**config.mk**
```make
export PLATFORM = sky130hd
export DESIGN_NAME = prefix_adder
export DESIGN_NICKNAME = d
export VERILOG_FILES = /design/src/rtl/prefix_pkg.sv /design/src/rtl/bit_gp_gen.sv /design/src/rtl/full_prefix_net.sv /design/src/rtl/sweep_prefix_net.sv /design/src/rtl/sum_stage.sv /design/src/rtl/prefix_adder.sv
export SDC_FILE = /design/constraint.sdc
export NUM_CORES = 1
export LEC_CHECK = 0
export ABC_AREA = 1
export BUFFER_PORTS_ARGS = -buffer_cell sky130_fd_sc_hd__buf_2
export CAP_MARGIN = 20
export CORE_MARGIN = 5
export CORE_UTILIZATION = 48
export DETAILED_ROUTE_END_ITERATION = 7
export GPL_ROUTABILITY_DRIVEN = 0
export PLACE_DENSITY = 0.95
export SYNTH_ARGS = -nofsm -noshare
export SYNTH_HDL_FRONTEND = slang
export SYNTH_SLANG_ARGS = --single-unit
```
**constraint.sdc**
```tcl
create_clock -name vclk -period 3.4
set_clock_uncertainty 0.05 [all_clocks]
set_input_delay 0.51 -clock vclk [all_inputs]
set_output_delay 0.51 -clock vclk [all_outputs]
set_load 0.02 [all_outputs]
```
**src/rtl/prefix_pkg.sv**
```systemverilog
package prefix_pkg;

    // One generate/propagate pair for a bit or a contiguous group of bits.
    typedef struct packed {
        logic g;
        logic p;
    } gp_t;

    // Tree shape selection.
    localparam int unsigned NET_FULL  = 0;
    localparam int unsigned NET_SWEEP = 1;

    // Merge a lower region with the upper region directly above it.
    // Argument order matters: the operator is not commutative.
    function automatic gp_t gp_merge(input gp_t lo, input gp_t hi);
        gp_t r;
        r.g = hi.g | (lo.g & hi.p);
        r.p = lo.p & hi.p;
        return r;
    endfunction

endpackage

```
**src/rtl/bit_gp_gen.sv**
```systemverilog
module bit_gp_gen #(
    parameter int unsigned WIDTH = 16
) (
    input  logic [WIDTH-1:0] op_a,
    input  logic [WIDTH-1:0] op_b,
    input  logic             carry_in,
    output logic [WIDTH-1:0] bit_p,
    output logic [WIDTH-1:0] leaf_g,
    output logic [WIDTH-1:0] leaf_p
);
    import prefix_pkg::*;

    assign bit_p = op_a ^ op_b;

    // Bit 0 absorbs the carry-in stage (g = carry_in, p = 0) ahead of the tree.
    gp_t cin_stage;
    gp_t bit0_raw;
    assign cin_stage = '{g: carry_in, p: 1'b0};
    assign bit0_raw  = '{g: op_a[0] & op_b[0], p: bit_p[0]};
    assign {leaf_g[0], leaf_p[0]} = gp_merge(cin_stage, bit0_raw);

    for (genvar i = 1; i < WIDTH; i++) begin : g_leaf
        assign leaf_g[i] = op_a[i] & op_b[i];
        assign leaf_p[i] = bit_p[i];
    end

endmodule

```
**src/rtl/full_prefix_net.sv**
```systemverilog
module full_prefix_net #(
    parameter int unsigned WIDTH = 16
) (
    input  logic [WIDTH-1:0] in_g,
    input  logic [WIDTH-1:0] in_p,
    output logic [WIDTH-1:0] out_g,
    output logic [WIDTH-1:0] out_p
);
    import prefix_pkg::*;

    localparam int unsigned LEVELS = $clog2(WIDTH);

    logic [WIDTH-1:0] lg [LEVELS+1];
    logic [WIDTH-1:0] lp [LEVELS+1];

    assign lg[0] = in_g;
    assign lp[0] = in_p;

    for (genvar l = 0; l < LEVELS; l++) begin : g_level
        localparam int unsigned SPAN = 1 << l;
        for (genvar i = 0; i < WIDTH; i++) begin : g_node
            if (i >= SPAN) begin : g_cell
                assign {lg[l+1][i], lp[l+1][i]} = gp_merge(
                    gp_t'{g: lg[l][i-SPAN], p: lp[l][i-SPAN]},
                    gp_t'{g: lg[l][i],      p: lp[l][i]});
            end else begin : g_wire
                assign lg[l+1][i] = lg[l][i];
                assign lp[l+1][i] = lp[l][i];
            end
        end
    end

    assign out_g = lg[LEVELS];
    assign out_p = lp[LEVELS];

endmodule

```
**src/rtl/sweep_prefix_net.sv**
```systemverilog
module sweep_prefix_net #(
    parameter int unsigned WIDTH = 16
) (
    input  logic [WIDTH-1:0] in_g,
    input  logic [WIDTH-1:0] in_p,
    output logic [WIDTH-1:0] out_g,
    output logic [WIDTH-1:0] out_p
);
    import prefix_pkg::*;

    localparam int unsigned LEVELS = $clog2(WIDTH);
    localparam int unsigned DOWN   = (LEVELS > 1) ? LEVELS - 1 : 0;

    // Up-sweep: binary reduction onto nodes whose index+1 is a multiple of the step.
    logic [WIDTH-1:0] ug [LEVELS+1];
    logic [WIDTH-1:0] up [LEVELS+1];
    assign ug[0] = in_g;
    assign up[0] = in_p;

    for (genvar l = 0; l < LEVELS; l++) begin : g_up
        localparam int unsigned HALF = 1 << l;
        localparam int unsigned STEP = 2 << l;
        for (genvar i = 0; i < WIDTH; i++) begin : g_node
            if (((i + 1) % STEP) == 0) begin : g_cell
                assign {ug[l+1][i], up[l+1][i]} = gp_merge(
                    gp_t'{g: ug[l][i-HALF], p: up[l][i-HALF]},
                    gp_t'{g: ug[l][i],      p: up[l][i]});
            end else begin : g_wire
                assign ug[l+1][i] = ug[l][i];
                assign up[l+1][i] = up[l][i];
            end
        end
    end

    // Down-sweep: fill in the remaining prefixes, widest gap first.
    logic [WIDTH-1:0] dg [DOWN+1];
    logic [WIDTH-1:0] dp [DOWN+1];
    assign dg[0] = ug[LEVELS];
    assign dp[0] = up[LEVELS];

    for (genvar j = 0; j < DOWN; j++) begin : g_down
        localparam int unsigned D    = DOWN - 1 - j;
        localparam int unsigned HALF = 1 << D;
        localparam int unsigned STEP = 2 << D;
        for (genvar i = 0; i < WIDTH; i++) begin : g_node
            if ((i >= STEP) && (((i + 1) % STEP) == HALF)) begin : g_cell
                assign {dg[j+1][i], dp[j+1][i]} = gp_merge(
                    gp_t'{g: dg[j][i-HALF], p: dp[j][i-HALF]},
                    gp_t'{g: dg[j][i],      p: dp[j][i]});
            end else begin : g_wire
                assign dg[j+1][i] = dg[j][i];
                assign dp[j+1][i] = dp[j][i];
            end
        end
    end

    assign out_g = dg[DOWN];
    assign out_p = dp[DOWN];

endmodule

```
**src/rtl/sum_stage.sv**
```systemverilog
module sum_stage #(
    parameter int unsigned WIDTH = 16
) (
    input  logic [WIDTH-1:0] bit_p,
    input  logic [WIDTH-1:0] pfx_g,
    input  logic             carry_in,
    output logic [WIDTH-1:0] sum_o,
    output logic             carry_out
);
    // Carry into bit i is the group generate ending at bit i-1.
    logic [WIDTH-1:0] carry_vec;
    assign carry_vec = {pfx_g[WIDTH-2:0], carry_in};
    assign sum_o     = bit_p ^ carry_vec;
    assign carry_out = pfx_g[WIDTH-1];

endmodule

```
**src/rtl/prefix_adder.sv**
```systemverilog
module prefix_adder #(
    parameter int unsigned WIDTH = 16,
    parameter int unsigned ARCH  = prefix_pkg::NET_FULL
) (
    input  logic [WIDTH-1:0] op_a,
    input  logic [WIDTH-1:0] op_b,
    input  logic             carry_in,
    output logic [WIDTH-1:0] sum_o,
    output logic             carry_out,
    output logic [WIDTH-1:0] grp_gen
);
    logic [WIDTH-1:0] bit_p;
    logic [WIDTH-1:0] leaf_g;
    logic [WIDTH-1:0] leaf_p;
    logic [WIDTH-1:0] pfx_p;

    bit_gp_gen #(.WIDTH(WIDTH)) u_leaf (
        .op_a     (op_a),
        .op_b     (op_b),
        .carry_in (carry_in),
        .bit_p    (bit_p),
        .leaf_g   (leaf_g),
        .leaf_p   (leaf_p)
    );

    if (ARCH == prefix_pkg::NET_SWEEP) begin : g_sweep
        sweep_prefix_net #(.WIDTH(WIDTH)) u_net (
            .in_g  (leaf_g),
            .in_p  (leaf_p),
            .out_g (grp_gen),
            .out_p (pfx_p)
        );
    end else begin : g_full
        full_prefix_net #(.WIDTH(WIDTH)) u_net (
            .in_g  (leaf_g),
            .in_p  (leaf_p),
            .out_g (grp_gen),
            .out_p (pfx_p)
        );
    end

    sum_stage #(.WIDTH(WIDTH)) u_sum (
        .bit_p     (bit_p),
        .pfx_g     (grp_gen),
        .carry_in  (carry_in),
        .sum_o     (sum_o),
        .carry_out (carry_out)
    );

endmodule

```
==> impl_metrics.toml <==
[setup_path]
cp-start-kind = "input port"
cp.buffers_inverters = 2
cp.arrival_ps = 2300
worstPathMaxFanout = 4
crit_type = "in -> out"
cp-end-kind = "output pin"
crit_required_ps = 2840
slowest_stage = "fa_1"
path_delay_family = "adder cells"
crit_chain = "buf_2 -> fa_1 -> fa_1 -> nand2_1 -> nand2_1 -> and2_1 -> nand3_2 -> nand3_2 -> nand2_1 -> nand2_1 -> buf_2"
max_stage_delay_ps = 460
cp_common_cell = "nand2_1"

[grt]
grt_pass1_vias = 1136
grt_pass1_wl_um = 4510
grt.total_usage_pct = 16.6
antenna_found_initial = 0
grt_max_degree = 6
grt-ovfl-total = 0

[synthesis]
avgSynthCellArea_um2 = 5.29
netlist_area_um2 = 983
yosysMostFrequentCell = "nand2_1"
syn_inst = 186
yosys.area.top_type_share_pct = 29.8
synthDistinctLibCells = 19
syn_nets = 236
yosys.area.top_type = "nand2_1"
seq_area_frac_synth_pct = 0
synth_warnings = 0
yosys-top-cells-count = "nand2_1, inv_1, ha_1, nor2_1"
synth_area_leaders = "nand2_1, ha_1, inv_1"

[worst_hold_path]
hold-path-endpoint = "sum_o[0]"
min-delay-start = "carry_in"
whs_path_depth = 3
hp-class = "in -> out"

[cells_and_area]
area_growth_pct = 35.1
seq_cell_count = 0
nClkBuffers = 0
drive_gt1_share_pct = 30.0
seq_area_um2 = 0
post-route-util_pct = 67.7
fin_nets = 302
antenna_cells = 0

[die]
fp.dieH_um = 55.3
die_area_mm2 = 0.00305
coreArea_mm2 = 0.00196
num_rows = 16
ioPinCount = 66
die_w_um = 55.3
initial_core_util_pct = 50.1

[timing]
tightestPinTransition_ps = 203
hold_ws_ps = 1340
max_freq_mhz = 349
tns_ps = 0
timing.final.crit_share_pct = 84.2
drv_slew = 0
grt_setup_unrepaired = "false"
hold_viol = 0
finalWorstSetupSlack_ps = 538
setup_viol_count_final = 0
relSlewSlack_pct = 86.5
period_needed_ps = 2860

[place]
dp_slack_ps = 541
dp_hpwl_um = 2400
io_buffers = 66

[pwr]
leakage_nw = 0.925
total_power_mw = 0.327
p_per_area_mw_per_mm2 = 246
peakVddDrop_mv = 0.134

[route]
via_per_inst = 4.60
via_count = 1273
first_pass_iters = 4
drc = 0
drtIter0Drc = 31
ant_nets = 0
routed_wl_um = 2610
wl_per_cell_um = 9.43

[job]
cap_viol_max_count = 0

[clock_tree]
cts.hold.buffers_added = 0
post_cts_resized = 0
post-cts-setup-buffers = 0

[outcome]
status = "complete, no violations"
-- cells by family after synthesis --
kind of cell    count (synthesis)  share of synthesized area, %
xor+xnor                        7                          6.23
compound gates                  8                          4.33
fa+ha+maj                      17                          23.2
buf+inv                        40                          16.4
simple gates                  114                          49.9
-- how the worst max path moves through the flow --
stage | from | endpoint | cells past startpoint
finish | op_a[0] | carry_out | 11
global route | op_a[0] | sum_o[8] | 10
CTS | op_a[0] | grp_gen[15] | 11
detailed placement | op_a[0] | grp_gen[15] | 11
global placement | op_a[0] | grp_gen[15] | 11
floorplan | op_a[0] | grp_gen[15] | 11
-- per-stage QoR --
step | instances | cell area (um^2)
after floorplan | 186 | 983
after global placement | 277 | 1330
after detailed placement | 277 | 1330
after CTS | 277 | 1330
after global routing | 277 | 1330
final | 277 | 1330
-- metal layers --
layer | vias up | track usage, % | wire, um
li1 | 692 | - | -
met1 | 543 | 20.9 | 1120
met2 | 38 | 32.1 | 1370
met3 | 0 | 1.17 | 122
met4 | 0 | 0.347 | 0
met5 | - | 0 | 0
-- report_power, final --
part | internal [mW] | total [mW] | switching [mW]
combinational | 0.116 | 0.327 | 0.211
sequential | 0 | 0 | 0
clock | 0 | 0 | 0
-- cell usage in the layout (no fill, tap or decap) --
cell,netlist,routed
nor3_2,1,1
nand3b_1,2,2
nand3_1,7,7
nor3_1,2,2
nand4_1,1,1
buf_2,0,66
nand2_2,6,6
nand3_2,2,2
nor2_1,12,12
and2_1,2,2
ha_1,15,15
a211oi_1,1,1
nand2_1,78,78
a21oi_1,7,7
xor2_1,7,7
or2_1,1,1
fa_1,2,2
inv_1,38,38
-- area by class of cell --
cell class / instances / area [um^2]
tap: 27 / 33.8
inverter: 38 / 143
multi-input combinational: 146 / 822
fill: 195 / 633
timing repair buffer: 66 / 330
No activity file was read; power rests on OpenSTA's default activity.
